===== src/rtl/dpd_enc_pkg.sv =====
package dpd_enc_pkg;

    localparam int DIGIT_W  = 4;
    localparam int DIGITS   = 3;
    localparam int BCD_W    = DIGIT_W * DIGITS;
    localparam int DECLET_W = 10;

    // Three BCD digits, most significant first.
    typedef struct packed {
        logic [DIGIT_W-1:0] hi;
        logic [DIGIT_W-1:0] mid;
        logic [DIGIT_W-1:0] lo;
    } bcd_triple_t;

    // Declet fields, from the top bit down.
    typedef struct packed {
        logic [2:0] head;    // bits 9..7
        logic [2:0] body;    // bits 6..4
        logic       marker;  // bit 3: set when any digit is large
        logic [2:0] tail;    // bits 2..0
    } declet_t;

    // A digit counts as large (8 or 9) when its top bit is set.
    function automatic logic is_large(input logic [DIGIT_W-1:0] dg);
        return dg[DIGIT_W-1];
    endfunction

endpackage


===== src/rtl/dpd_sop_core.sv =====
module dpd_sop_core
    import dpd_enc_pkg::*;
(
    input  bcd_triple_t triple,
    output declet_t     code
);
    // Class bits, one per digit.
    logic big_h, big_m, big_l;
    // Payload bits of each digit.
    logic h2, h1, h0, m2, m1, m0, l2, l1, l0;

    assign big_h = is_large(triple.hi);
    assign big_m = is_large(triple.mid);
    assign big_l = is_large(triple.lo);
    assign {h2, h1, h0} = triple.hi[2:0];
    assign {m2, m1, m0} = triple.mid[2:0];
    assign {l2, l1, l0} = triple.lo[2:0];

    // Each bit is a flat sum of products. No product term is shared or
    // chained between bits, so each bit stays at AND then OR depth.
    assign code.head[2] = (h2 & ~big_h)
                        | (l2 &  big_h & ~big_l)
                        | (m2 &  big_h & ~big_m &  big_l);
    assign code.head[1] = (h1 & ~big_h)
                        | (l1 &  big_h & ~big_l)
                        | (m1 &  big_h & ~big_m &  big_l);
    assign code.head[0] = h0;

    assign code.body[2] = (m2 & ~big_m & ~big_l)
                        | (m2 & ~big_h & ~big_m)
                        | (l2 & ~big_h &  big_m & ~big_l)
                        | (big_m & big_l);
    assign code.body[1] = (m1 & ~big_h & ~big_m)
                        | (m1 & ~big_m & ~big_l)
                        | (l1 & ~big_h &  big_m & ~big_l)
                        | (big_h & big_l);
    assign code.body[0] = m0;

    assign code.marker  = big_h | big_m | big_l;

    assign code.tail[2] = (l2 & ~big_h & ~big_m & ~big_l)
                        | (big_m & big_l)
                        | big_h;
    assign code.tail[1] = (l1 & ~big_h & ~big_m & ~big_l)
                        | (big_h & big_l)
                        | big_m;
    assign code.tail[0] = l0;

endmodule


===== src/rtl/dpd_pipe_reg.sv =====
module dpd_pipe_reg #(
    parameter int WIDTH = 10
) (
    input  logic             clk,
    input  logic             rst,
    input  logic             load,
    input  logic [WIDTH-1:0] din,
    output logic [WIDTH-1:0] dout
);
    always_ff @(posedge clk) begin
        if (rst)
            dout <= '0;
        else if (load)
            dout <= din;
    end
endmodule


===== src/rtl/dpd_encoder_pipe.sv =====
module dpd_encoder_pipe
    import dpd_enc_pkg::*;
#(
    parameter int LANES = 1,
    localparam int IN_W  = BCD_W * LANES,
    localparam int OUT_W = DECLET_W * LANES
) (
    input  logic             clk,
    input  logic             rst,
    input  logic             in_valid,
    input  logic [IN_W-1:0]  in_bcd,
    output logic             out_valid,
    output logic [OUT_W-1:0] out_declet
);
    logic [OUT_W-1:0] comb_declet;

    for (genvar ln = 0; ln < LANES; ln++) begin : g_lane
        bcd_triple_t lane_in;
        declet_t     lane_out;

        assign lane_in = bcd_triple_t'(in_bcd[ln*BCD_W +: BCD_W]);

        dpd_sop_core u_core (
            .triple (lane_in),
            .code   (lane_out)
        );

        assign comb_declet[ln*DECLET_W +: DECLET_W] = lane_out;
    end

    dpd_pipe_reg #(.WIDTH(OUT_W)) u_data_reg (
        .clk  (clk),
        .rst  (rst),
        .load (in_valid),
        .din  (comb_declet),
        .dout (out_declet)
    );

    always_ff @(posedge clk) begin
        if (rst)
            out_valid <= 1'b0;
        else
            out_valid <= in_valid;
    end

endmodule


===== config.mk =====
export PLATFORM = sky130hd
export DESIGN_NAME = dpd_encoder_pipe
export DESIGN_NICKNAME = d
export VERILOG_FILES = /design/src/rtl/dpd_enc_pkg.sv /design/src/rtl/dpd_sop_core.sv /design/src/rtl/dpd_pipe_reg.sv /design/src/rtl/dpd_encoder_pipe.sv
export SDC_FILE = /design/constraint.sdc
export NUM_CORES = 1
export LEC_CHECK = 0
export BUFFER_PORTS_ARGS = -buffer_cell sky130_fd_sc_hd__buf_2
export CORE_MARGIN = 2
export CORE_UTILIZATION = 35
export CTS_CLUSTER_DIAMETER = 30
export CTS_CLUSTER_SIZE = 8
export DETAILED_ROUTE_END_ITERATION = 12
export HOLD_SLACK_MARGIN = 0.03
export PLACE_DENSITY = 0.7
export SLEW_MARGIN = 10
export SYNTH_ARGS = -nofsm -noshare
export SYNTH_HDL_FRONTEND = slang
export SYNTH_SLANG_ARGS = --single-unit

===== constraint.sdc =====
create_clock -name clk -period 0.8 [get_ports clk]
set_input_delay 0.04 -clock clk [delete_from_list [all_inputs] [get_ports clk]]
set_output_delay 0.04 -clock clk [all_outputs]
set_load 0.05 [all_outputs]

After elaboration in Yosys (flattened, before gate mapping) --
Index checks and enable logic that the tools add are counted.
Operators by class: bitwise logic cells 51
Operator list (number):
- AND 1 bit | 32
- bitwise OR 1 bit | 16
- inverter 1 bit | 3
Storage, ports and cells: bits in registers 11, word-level logic and storage cells 53, output and inout bits 11

Logic depth before layout (Yosys ltp) --
word-level depth 6, gate-level depth with buffers 4, depth with buffers taken out 3

Cells and area by module --
A second synthesis with hierarchy kept.
Unflattened totals: cells, all modules 60, area total of the unflattened synthesis 576.8 sq um
By module, submodules not included:
- dpd_pipe_reg | cells an instance 32, seq. area each 200.2 sq um, instances 1, area each 352.8 sq um
- dpd_sop_core | cells an instance 26, seq. area each 0.0 sq um, instances 1, area each 190.2 sq um
- dpd_encoder_pipe | cells an instance 2, seq. area each 20.0 sq um, instances 1, area each 33.8 sq um

Least setup slack after synthesis --
No wires, ideal clock.
path type register to register, start reg, netlist name u_data_reg.dout[5], end reg u_data_reg.dout[5], slack -211 ps, stages on the path, launching flop included 3, path buffers 0, data arrival time 923 ps, path through dfxtp_1 > nor2_1 > a311oi_2
RTL lines:
- end signal, assigned | line dpd_pipe_reg.sv:14 | dout <= din;
- end, declared | line dpd_pipe_reg.sv:8 | output logic [WIDTH-1:0] dout

Worst setup path after layout --
start reg u_data_reg.dout[2], end out out_declet[2]
RTL lines:
- end, declared | line dpd_encoder_pipe.sv:13 | output logic [OUT_W-1:0] out_declet
No word-level cell between the ends.

==> reports/qor.yml <==
status: "completed"
grt_antenna_before_repair: 0
synth_area_per_cell_um2: 9.37
cp.arrival_ps: 760
drcViolationCount: 0
worstPathCellList: "buf_8"
insertion_delay_ps: 260
cp_slowest_cell: "dfxtp_2"
critPathKind: "reg2out"
max_clock_freq_mhz: 1250
p_sw_mw: 0.440
firstDrtPassIters: 4
drive_gt1_share_pct: 52.2
root_buffer: "clkbuf_4"
synth_edf_count: 0
syn2layout_area_growth_pct: 59.7
clk_pin_slew_worst_paths_ps: 70
grt_first_pass_wirelength_um: 2060
gp_congestion: 0.809
finalNonFillerCells: 106
num_rows: 14
cts_inserted_buffers: 3
fin_area_um2: 853
drt-total-wl_um: 1150
core-area_um2: 1470
power_frac_clock_pct: 26.1
p_seq_share_pct: 43.7
internal_power_mw: 0.971
required_ps: 760
synth_warnings: 0
dieArea_um2: 1860
switching_share_pct: 31.2
grtUsageTotal_pct: 15.3
grt_pass1_vias: 526
synth.top_cell.area_share_pct: 41.2
synth_fp_nets: 72
dr.first_iter.drc_count: 4
synth_area_um2: 534
peakVddDrop_uv: 582
grt_max_degree: 14
die_w_um: 43.1
ys_seq_elements: 11
relSlewSlack_pct: 75.1
cts_tree: "built"
synth_cell_types: 24
placed_cells: 99
power.density_nw_per_um2: 1650
fillers: 145
fin_nets: 106
die_h_um: 43.1
crit_path_max_fanout: 2
path_buf_inv: 1
min_period_ps: 799
io_buffers: 25
period_share_pct: 99.8
power.total_mw: 1.41
end_kind: "output pin"
maxSlewViolCount: 0
cts_max_level: 1
mostFrequentLayoutCells: "buf_2, nor2_1, dfxtp_2, buf_6, buf_4"
async_flop_share_pct: 0
hold_violations: 0
grt_setup_unrepaired: "yes"
syn_inst: 57
critPathTopFamily: "flip-flops"
start_util_pct: 36.3
clockBufferDepth: 2
synth_top_cell_by_area: "dfxtp_1"
numClockSinks: 11
startpoint_type: "flip-flop"
cpPeakStageDelay_ps: 350
finalSetupViolCount: 0
worst_slew_pin_slew_ps: 372
combPwrFrac_pct: 30.2
gr-total-overflow: 0
synth_area_leaders: "dfxtp_1, mux2i_1, nor2_1"
power.leakage_nw: 0.383
via_per_inst: 4.83
finClkSkew_ps: 0
hpwl_um: 858
via_count: 512
ys_seq_area_share_pct: 41.2
detail-route-antenna-nets: 0
hold_class: "in2reg"
io_pins: 26
routedWlPerCell_um: 10.9
dpl_cell_area_um2: 708
maxCapViolCount: 0
n_antenna_cell: 0
layout.cells.most_common: "buf_2"
synthFlopType: "dfxtp_1"
## state kept, by name, indices dropped and copies added (netlist names)
name / count
out_valid: 1
u_data_reg.dout: 10
## tightest hold or removal path: cells and delay by family
kind	cells	cell delay (ps)
simple gates	1	60
buf+inv	2	200
## metal layers
metal | wire length [um] | global-route usage (%) | part of all wire, % | vias to the layer above
li1 | - | - | - | 268
met1 | 521 | 17.4 | 45 | 215
met2 | 507 | 24.2 | 44 | 25
met3 | 76 | 2.98 | 6.6 | 4
met4 | 48 | 12.7 | 4.2 | 0
met5 | 0 | 0 | 0 | -
## kinds of logic after synthesis
logic type | count (synthesis) | share of synthesized area [%]
xor gates and xnor gates | 1 | 1.64
DFF | 11 | 41.2
buffers and inverters | 7 | 8.66
and+or+nand+nor | 24 | 24.8
muxes | 5 | 9.37
AOI/OAI and AO/OA | 9 | 14.3
## path summary, 6_finish.rpt
path,start,end,slack (ps),cells after the start
setup / recovery,u_data_reg.dout[2]$_SDFFE_PP0P_,out_declet[2],1,1
setup reg to reg,u_data_reg.dout[6]$_SDFFE_PP0P_,u_data_reg.dout[6]$_SDFFE_PP0P_,40,2
hold / removal,in_valid,out_valid$_SDFF_PP0_,70,3
hold reg to reg,u_data_reg.dout[0]$_SDFFE_PP0P_,u_data_reg.dout[0]$_SDFFE_PP0P_,500,2
## power groups by stage
| stage | logic [mW] | registers, mW | clock network [mW] |
|---|---|---|---|
| finish | 0.427 | 0.616 | 0.368 |
| global placement | 0.353 | 0.614 | 0 |
| global route | 0.456 | 0.621 | 0.405 |
| CTS | 0.428 | 0.617 | 0.378 |
| floorplan | 0.123 | 0.751 | 0 |
| detailed placement | 0.357 | 0.616 | 0 |
## stage by stage
stage                     hold slack [ps]  util [%]  setup TNS, ps  worst slack (ps)
after floorplan                       118         -          -73.5             -53.0
after global placement                278      48.1           -115             -76.7
after detailed placement              295      48.1           -203              -104
after CTS                            69.4      57.9          -22.2             -11.1
after global routing                 90.3      58.0           -188             -25.2
final                                68.4      58.0              0              1.28
## Yosys cell counts (2+ instances only)
cell type,count
mux2i_1,5
buf_6,2
nor3b_1,3
a311oi_1,2
dfxtp_1,11
nor2_1,10
o21ai_0,2
nand2_1,2
inv_1,2
nor3_1,3
nand4b_1,2
## layout make-up
class	instances	area, um^2	area share, %
clock buffers	4	26.3	3.08
inverters	2	7.51	0.880
well taps	16	20.0	2.35
flip-flops and latches	11	244	28.6
repair buffers	34	288	33.7
multi-input cells	39	268	31.4
## repair_timing
| action | CTS | global route |
|---|---|---|
| pin swaps | 0 | 1 |
| endpoints found under the setup margin | 11 | 12 |
| hold buffers | 3 | 0 |
| cloned | 0 | 0 |
| resized for setup | 27 | 1 |
| hold endpoints to repair | 3 | 0 |
| setup buffers | 0 | 0 |
(Power assumes the default switching activity.)
